### config.mk
export PLATFORM = sky130hd
export DESIGN_NAME = wake_gpio_ctrl
export DESIGN_NICKNAME = d
export VERILOG_FILES = /design/src/rtl/wgpio_pkg.sv /design/src/rtl/wgpio_regs.sv /design/src/rtl/wgpio_pin_filter.sv /design/src/rtl/wgpio_smi_stat.sv /design/src/rtl/wake_gpio_ctrl.sv
export SDC_FILE = /design/constraint.sdc
export NUM_CORES = 1
export LEC_CHECK = 0
export CORE_MARGIN = 3
export CORE_UTILIZATION = 25
export CTS_CLUSTER_DIAMETER = 40
export DETAILED_ROUTE_END_ITERATION = 16
export DONT_BUFFER_PORTS = 1
export PLACE_DENSITY = 0.39
export SETUP_SLACK_MARGIN = 0.05
export SLEW_MARGIN = 10
export SYNTH_ARGS = -nofsm -noshare
export SYNTH_HDL_FRONTEND = slang
export SYNTH_SLANG_ARGS = --single-unit
export TNS_END_PERCENT = 20
### constraint.sdc
create_clock -name clk -period 4.45 [get_ports clk]
set_input_delay 1.1125 -clock clk [delete_from_list [all_inputs] [get_ports clk]]
set_output_delay 1.1125 -clock clk [all_outputs]
set_load 0.005 [all_outputs]
### src/rtl/wgpio_pkg.sv
// Shared constants and types for the wake pin controller.
// Assumes a fixed three-pin layout: the register byte format depends on it.
package wgpio_pkg;
    localparam int NPINS = 3;
    localparam logic ADDR_POL = 1'b0;
    localparam logic ADDR_CTL = 1'b1;
    localparam int SMIEN_LSB = 4;
    localparam logic [7:0] POL_MASK = 8'h07;
    localparam logic [7:0] CTL_MASK = 8'h77;

    typedef struct packed {
        logic [NPINS-1:0] pol;
        logic [NPINS-1:0] dir;
        logic [NPINS-1:0] smien;
    } cfg_t;
endpackage

### src/rtl/wgpio_regs.sv
// Configuration register pair. It holds the polarity byte and the control byte.
// Reserved bits are masked on write, so they always read 0.
// Assumes single-cycle write strobes synchronous to clk.
module wgpio_regs
    import wgpio_pkg::*;
(
    input  logic       clk,
    input  logic       rst_n,
    input  logic       wr_en,
    input  logic       addr,
    input  logic [7:0] wr_data,
    output logic [7:0] rd_data,
    output cfg_t       cfg
);
    logic [7:0] pol_byte_q;
    logic [7:0] ctl_byte_q;

    // Capture register writes, dropping reserved bits.
    always_ff @(posedge clk) begin
        if (!rst_n) begin
            pol_byte_q <= '0;
            ctl_byte_q <= '0;
        end else if (wr_en) begin
            if (addr == ADDR_POL) pol_byte_q <= wr_data & POL_MASK;
            else                  ctl_byte_q <= wr_data & CTL_MASK;
        end
    end

    // Select read data and unpack configuration fields.
    always_comb begin
        rd_data   = (addr == ADDR_CTL) ? ctl_byte_q : pol_byte_q;
        cfg.pol   = pol_byte_q[NPINS-1:0];
        cfg.dir   = ctl_byte_q[NPINS-1:0];
        cfg.smien = ctl_byte_q[SMIEN_LSB +: NPINS];
    end
endmodule

### src/rtl/wgpio_pin_filter.sv
// Per-pin input path: two-flop synchroniser, polarity correction, settling filter.
// The filtered level takes a new value only after the corrected level has
// differed from it for DEB_CYCLES consecutive clocks. rise marks the cycle
// after the filtered level went from 0 to 1.
// Assumes DEB_CYCLES >= 1.
module wgpio_pin_filter #(
    parameter int DEB_CYCLES = 1024
) (
    input  logic clk,
    input  logic rst_n,
    input  logic raw,
    input  logic pol,
    output logic filt,
    output logic rise
);
    localparam int CW = $clog2(DEB_CYCLES + 1);
    localparam logic [CW-1:0] LAST = CW'(DEB_CYCLES - 1);

    logic          sync1_q, sync2_q;
    logic          lvl;
    logic          filt_q, filt_d_q;
    logic [CW-1:0] cnt_q;

    // Bring the asynchronous pin into the clock domain.
    always_ff @(posedge clk) begin
        if (!rst_n) begin
            sync1_q <= 1'b0;
            sync2_q <= 1'b0;
        end else begin
            sync1_q <= raw;
            sync2_q <= sync1_q;
        end
    end

    // Map the synchronised level to asserted-high.
    always_comb lvl = sync2_q ^ pol;

    // Count while the level differs from the filtered value, and accept at expiry.
    always_ff @(posedge clk) begin
        if (!rst_n) begin
            cnt_q    <= '0;
            filt_q   <= 1'b0;
            filt_d_q <= 1'b0;
        end else begin
            filt_d_q <= filt_q;
            if (lvl != filt_q) begin
                if (cnt_q == LAST) begin
                    filt_q <= lvl;
                    cnt_q  <= '0;
                end else begin
                    cnt_q <= cnt_q + CW'(1);
                end
            end else begin
                cnt_q <= '0;
            end
        end
    end

    // Expose the filtered level and its rising edge.
    always_comb begin
        filt = filt_q;
        rise = filt_q & ~filt_d_q;
    end
endmodule

### src/rtl/wgpio_smi_stat.sv
// Qualifies filtered rising edges and routes each one either to the shared
// sticky SMI status or to the per-pin wake event. A new edge wins over a
// clear on the same clock.
// Assumes the status strobe is synchronous to clk.
module wgpio_smi_stat
    import wgpio_pkg::*;
(
    input  logic             clk,
    input  logic             rst_n,
    input  logic [NPINS-1:0] rise,
    input  cfg_t             cfg,
    input  logic [NPINS-1:0] evt_en,
    input  logic             sts_wr_en,
    input  logic             sts_wr_bit0,
    output logic [NPINS-1:0] qual_rise,
    output logic [NPINS-1:0] wake_evt,
    output logic             smi_req
);
    logic sts_q;

    // Route edges: input pins only, with the SMI enable taking priority.
    always_comb begin
        qual_rise = rise & ~cfg.dir & cfg.smien;
        wake_evt  = rise & ~cfg.dir & ~cfg.smien & evt_en;
    end

    // Sticky status: set on a qualified edge, clear on a write of 1.
    always_ff @(posedge clk) begin
        if (!rst_n)                      sts_q <= 1'b0;
        else if (|qual_rise)             sts_q <= 1'b1;
        else if (sts_wr_en && sts_wr_bit0) sts_q <= 1'b0;
    end

    // Drive the request from the status bit.
    always_comb smi_req = sts_q;
endmodule

### src/rtl/wake_gpio_ctrl.sv
// Top of the wake pin controller. It ties the register pair, the per-pin input
// filters and the SMI status logic together, and drives the output path.
// Assumes only pin_raw is asynchronous to clk.
module wake_gpio_ctrl
    import wgpio_pkg::*;
#(
    parameter int DEB_CYCLES = 1024
) (
    input  logic             clk,
    input  logic             rst_n,
    input  logic             reg_wr_en,
    input  logic             reg_addr,
    input  logic [7:0]       reg_wr_data,
    output logic [7:0]       reg_rd_data,
    input  logic             sts_wr_en,
    input  logic             sts_wr_bit0,
    input  logic [NPINS-1:0] pin_raw,
    input  logic [NPINS-1:0] evt_en,
    input  logic [NPINS-1:0] pin_out_data,
    output logic [NPINS-1:0] pin_out,
    output logic [NPINS-1:0] pin_oe,
    output logic             smi_req,
    output logic [NPINS-1:0] wake_evt
);
    cfg_t             cfg;
    logic [NPINS-1:0] filt_lvl;
    logic [NPINS-1:0] filt_rise;
    logic [NPINS-1:0] qual_rise;

    wgpio_regs u_regs (
        .clk     (clk),
        .rst_n   (rst_n),
        .wr_en   (reg_wr_en),
        .addr    (reg_addr),
        .wr_data (reg_wr_data),
        .rd_data (reg_rd_data),
        .cfg     (cfg)
    );

    for (genvar gi = 0; gi < NPINS; gi++) begin : g_pin
        wgpio_pin_filter #(.DEB_CYCLES(DEB_CYCLES)) u_filt (
            .clk   (clk),
            .rst_n (rst_n),
            .raw   (pin_raw[gi]),
            .pol   (cfg.pol[gi]),
            .filt  (filt_lvl[gi]),
            .rise  (filt_rise[gi])
        );
    end

    wgpio_smi_stat u_smi (
        .clk         (clk),
        .rst_n       (rst_n),
        .rise        (filt_rise),
        .cfg         (cfg),
        .evt_en      (evt_en),
        .sts_wr_en   (sts_wr_en),
        .sts_wr_bit0 (sts_wr_bit0),
        .qual_rise   (qual_rise),
        .wake_evt    (wake_evt),
        .smi_req     (smi_req)
    );

    // Output path: enable follows direction, and the level goes through polarity.
    always_comb begin
        pin_oe  = cfg.dir;
        pin_out = pin_out_data ^ cfg.pol;
    end
endmodule

## After elaboration in Yosys (flattened, before gate mapping)

Cells that the tools add are included.

- Memories: 0
- RAM bits: 0
- Flip-flop bits (word level): 55
- Logic and storage cells: 62
- Bits in read-only memories: 0
- Latch bits: 0

- Shifts and indexed selects: 0
- Bitwise gates (word level): 21
- Muxes and demuxes: 3
- $lt $le $gt $ge: 0
- Reductions and logical operators: 11
- Add/sub/neg operators: 3
- $mul: 0
- Divide/modulo/power cells: 0
- Equality and inequality tests: 6

Operator list:

| operator | count |
|---|---|
| $add A11 B1 Y11 const B | 3 |
| $eq A11 B10 Y1 const B | 3 |
| $and A3 B3 Y3 | 4 |
| $reduce_or A3 Y1 | 4 |
| $reduce_and A2 Y1 | 5 |
| $not A1 Y1 | 8 |
| $mux W7 | 1 |
| $not A3 Y3 | 2 |
| $and A1 B1 Y1 | 3 |
| $ne A1 B1 Y1 | 3 |
| $xor A1 B1 Y1 | 3 |
| $xor A3 B3 Y3 | 1 |
| $mux W1 | 2 |
| $reduce_bool A2 Y1 | 1 |
| $logic_and A1 B1 Y1 | 1 |

## Longest topological paths before layout

- Word-level depth: 6
- Depth in mapped cells: 5

## Hierarchy

From an unflattened synthesis, not the netlist that was laid out.

- Cells, all modules: 248
- Area, all modules: 2484.9 µm²

Modules (own cells, without submodules):

| module | area each (µm²) | cells an instance | seq. area each (µm²) | times used |
|---|---|---|---|---|
| wgpio_pin_filter | 639.4 | 63 | 300.3 | 3 |
| wgpio_regs | 442.9 | 47 | 180.2 | 1 |
| wgpio_smi_stat | 97.6 | 9 | 20.0 | 1 |
| wake_gpio_ctrl | 26.3 | 3 | 0.0 | 1 |

## Worst setup path before layout

No wires, ideal clock.

- Kind: input to output
- Start point: in reg_addr
- End point: out reg_rd_data[2]
- Data required time: 3.338 ns
- Buffers on the path: 1
- Stages on the path: 2
- Slack: 1.620 ns
- Data arrival time: 1.718 ns
- Cells stage by stage: clkbuf_1 > mux2_2

- Longest elaborated chain between the ends: 1

Ends and longest elaborated chain:

| item | RTL line | RTL |
|---|---|---|
| from (decl) | wake_gpio_ctrl.sv:12 | `input logic reg_addr,` |
| $mux W7 | wgpio_regs.sv:31 | `rd_data = (addr == ADDR_CTL) ? ctl_byte_q : pol_byte_q;` |
| to (decl) | wake_gpio_ctrl.sv:14 | `output logic [7:0] reg_rd_data,` |

Every way passes these cells.

## Final worst setup path

Same ends and word-level chain as after synthesis.

==> impl_metrics.ini <==
[sta]
tightest_slew_ns = 0.662
period_minus_slack_ns = 2.55
holdWs_ns = 0.446
final-hold-violation-count = 0
min_period_over_period = 0.574
setup_ws_ns = 1.90
max-slew-margin-rel = 0.555
setup_viol = 0
rsz0062_at_grt = false
tns_ns = 0
skew_ns = 0.0135
fmax_mhz = 391
drv_slew = 0

[power_and_ir_drop]
switchingPower_uw = 190
p_seq_frac = 0.581
power.internal_uw = 687
p_comb_frac = 0.034
p_leak_nw = 0.844
peakVddDrop_uv = 143
clkPwrFrac = 0.385
p_sw_frac = 0.216
power.density_nw_per_um2 = 326

[routing]
drt-total-wl_mm = 4.93
drtPass1Iterations = 4
wl_met1_mm = 2.45
vias = 1723
ant_nets = 0
drc = 0
highest_layer = met4
avgViaCountPerCell = 4.56
met2WireLength_mm = 2.14
drt_iter0_drc = 55
met3_length_um = 275
wl_per_cell_um = 13.0

[floorplanning]
die_area_um2 = 11200
initial_core_util = 0.263
num_io_pins = 41
row_count = 35
core_um2 = 9460
die_x_um = 106
die_y_um = 106

[finish]
drive_above_1_share = 0.0810
syn_to_final_growth_pct = 8.05
fillers = 1028
final_cell_count_no_fill = 378
nets = 272
final_area_um2 = 2690
final_common_cell = dfxtp_1
final_cell_mix = dfxtp_1 (55), nand2_1 (26), nand3_1 (13)

[clock_tree]
postCtsSetupBuffers = 0
cts_tree = built
holdBufCountCts = 0
cts-buffers-inserted = 5
h-tree-depth = 2
post_cts_resize_count = 0
root_buffer = clkbuf_8
clock-sinks = 55
clock_latency_ns = 0.31
clkTransAtPathRegs_ns = 0.10
cts.path.max_buffers = 2

[min_path]
hp-class = reg -> reg
hold_depth = 1
holdPathEnd = g_pin[0].u_filt.sync2_q
hp-start = g_pin[0].u_filt.sync1_q

[placed_design]
dp_slack_ns = 1.90
globalplace.congestion = 0.688
place_inst = 368
dp_hpwl_mm = 3.45
io_buffers = 0
dpl_cell_area_um2 = 2570

[critical_path]
r2r-end = g_pin[2].u_filt.filt
crit_path_start_kind = input port
critPathBufInv = 0
r2r_cells = 4
critical_path_class = in -> out
path_cells = mux2_2
worstPathMaxFanout = 14
regToRegSetupSlack_ns = 2.74
r2r_start = g_pin[2].u_filt.cnt_q[0]
slowest_stage = mux2_2
critical_path.top_delay_family = multiplexers
cpPeakStageDelay_ns = 0.33
end_kind = primary output
cp.arrival_ns = 1.44
worstPathRequired_ns = 3.34

[grt]
grt_usage = 0.0948
grt_start_max_net_pins = 26
grt_antenna_before_repair = 2
grt_pass1_vias = 1756
grt_overflow = 0
grt_pass1_wl_mm = 8.66

[run_status]
status = finished, final reports clean

[synthesis]
synth_warnings = 0
synth_top_area_cell = dfxtp_1
syn_avg_cell_area_um2 = 9.90
synthCells = 251
yosysSeqAreaShare = 0.443
ys_ff_latch = 55
synth.distinct_cells = 40
netlist_top_cells_area = dfxtp_1 (44%), nand2_1 (3.9%), xor2_1 (3.5%), o31ai_1 (3.3%), xor3_1 (2.9%)
synth_top_cell_area_share = 0.443
syn_area_um2 = 2490

[run]
maxCapViolations = 0
[flip-flops by register name, summed over array words and instances (netlist names)]
signal and cells:
g_pin.u_filt.filt_d_q 3, g_pin.u_filt.sync1_q 3, u_smi.smi_req 1, g_pin.u_filt.cnt_q 33, g_pin.u_filt.filt 3, u_regs.pol_byte_q 3, g_pin.u_filt.sync2_q 3, u_regs.ctl_byte_q 6
[through the flow]
stage / total power, mW / util
finish: 0.876 / 0.284
detailed placement: 0.551 / 0.272
global route: 0.921 / 0.284
CTS: 0.897 / 0.283
floorplan: 0.553 / -
global placement: 0.551 / 0.272
[Yosys cell counts]
cell type  count
nand2b_1       3
nor3_1        11
nand4_1        5
nor2_1         5
nor4b_1        2
nand2_1       26
or4_1          8
nor2b_1        3
nor3b_1        3
and2_1         9
xor3_1         3
nand4_2        1
a21oi_1        4
and4b_1        1
xnor2_1        5
dfxtp_1       55
o21ai_0        7
mux2_2         3
buf_6          1
nor4_4         3
ha_1           3
xor2_1        10
mux2i_1        6
nand3_4        1
o31ai_1       11
conb_1         1
a211oi_1       9
clkbuf_2       1
or3_1          7
buf_4          6
nor4bb_1       2
nand3_2        1
a21boi_0       7
buf_2          1
nand3_1       13
nand2_2        1
a211oi_2       3
clkbuf_1       4
inv_1          5
a31oi_1        1
[worst max path at each step]
stage,from,depth (start not counted),to,slack (ns)
finish,reg_addr,1,reg_rd_data[2],1.90
CTS,reg_addr,1,reg_rd_data[2],1.90
global placement,reg_addr,1,reg_rd_data[2],1.90
global route,evt_en[0],1,wake_evt[0],1.82
floorplan,reg_addr,2,reg_rd_data[2],1.62
detailed placement,reg_addr,1,reg_rd_data[2],1.90
[per-layer routing]
metal,GRT usage,vias up
li1,-,897
met3,0.0312,6
met1,0.125,792
met5,0,-
met2,0.146,28
met4,0.0305,0
[cell families after synthesis]
group                      synth area share
and+or+nand+nor                       0.260
DFF                                   0.443
AOI/OAI and AO/OA                     0.121
xor gates and xnor gates             0.0815
buffers and inverters                0.0403
muxes                                0.0377
adders and majority gates            0.0151
other                               0.00151
[power by group through the flow]
stage	combinational [mW]	clock [mW]	sequential, mW
finish	0.0301	0.337	0.509
global route	0.0345	0.375	0.511
CTS	0.0306	0.357	0.509
detailed placement	0.0306	0	0.521
global placement	0.0305	0	0.520
floorplan	0.0360	0	0.517
[final cells by class]
cell class	instances	area [um^2]	share of cell area
sequential	55	1100	0.410
antenna	2	5.00	0.00186
inverter	5	18.8	0.00699
multi-input combinational	179	1290	0.480
clock buffer	6	72.6	0.0270
tap	129	161	0.0601
clock inverter	2	38.8	0.0144
No activity file was read; power rests on OpenSTA's default activity.
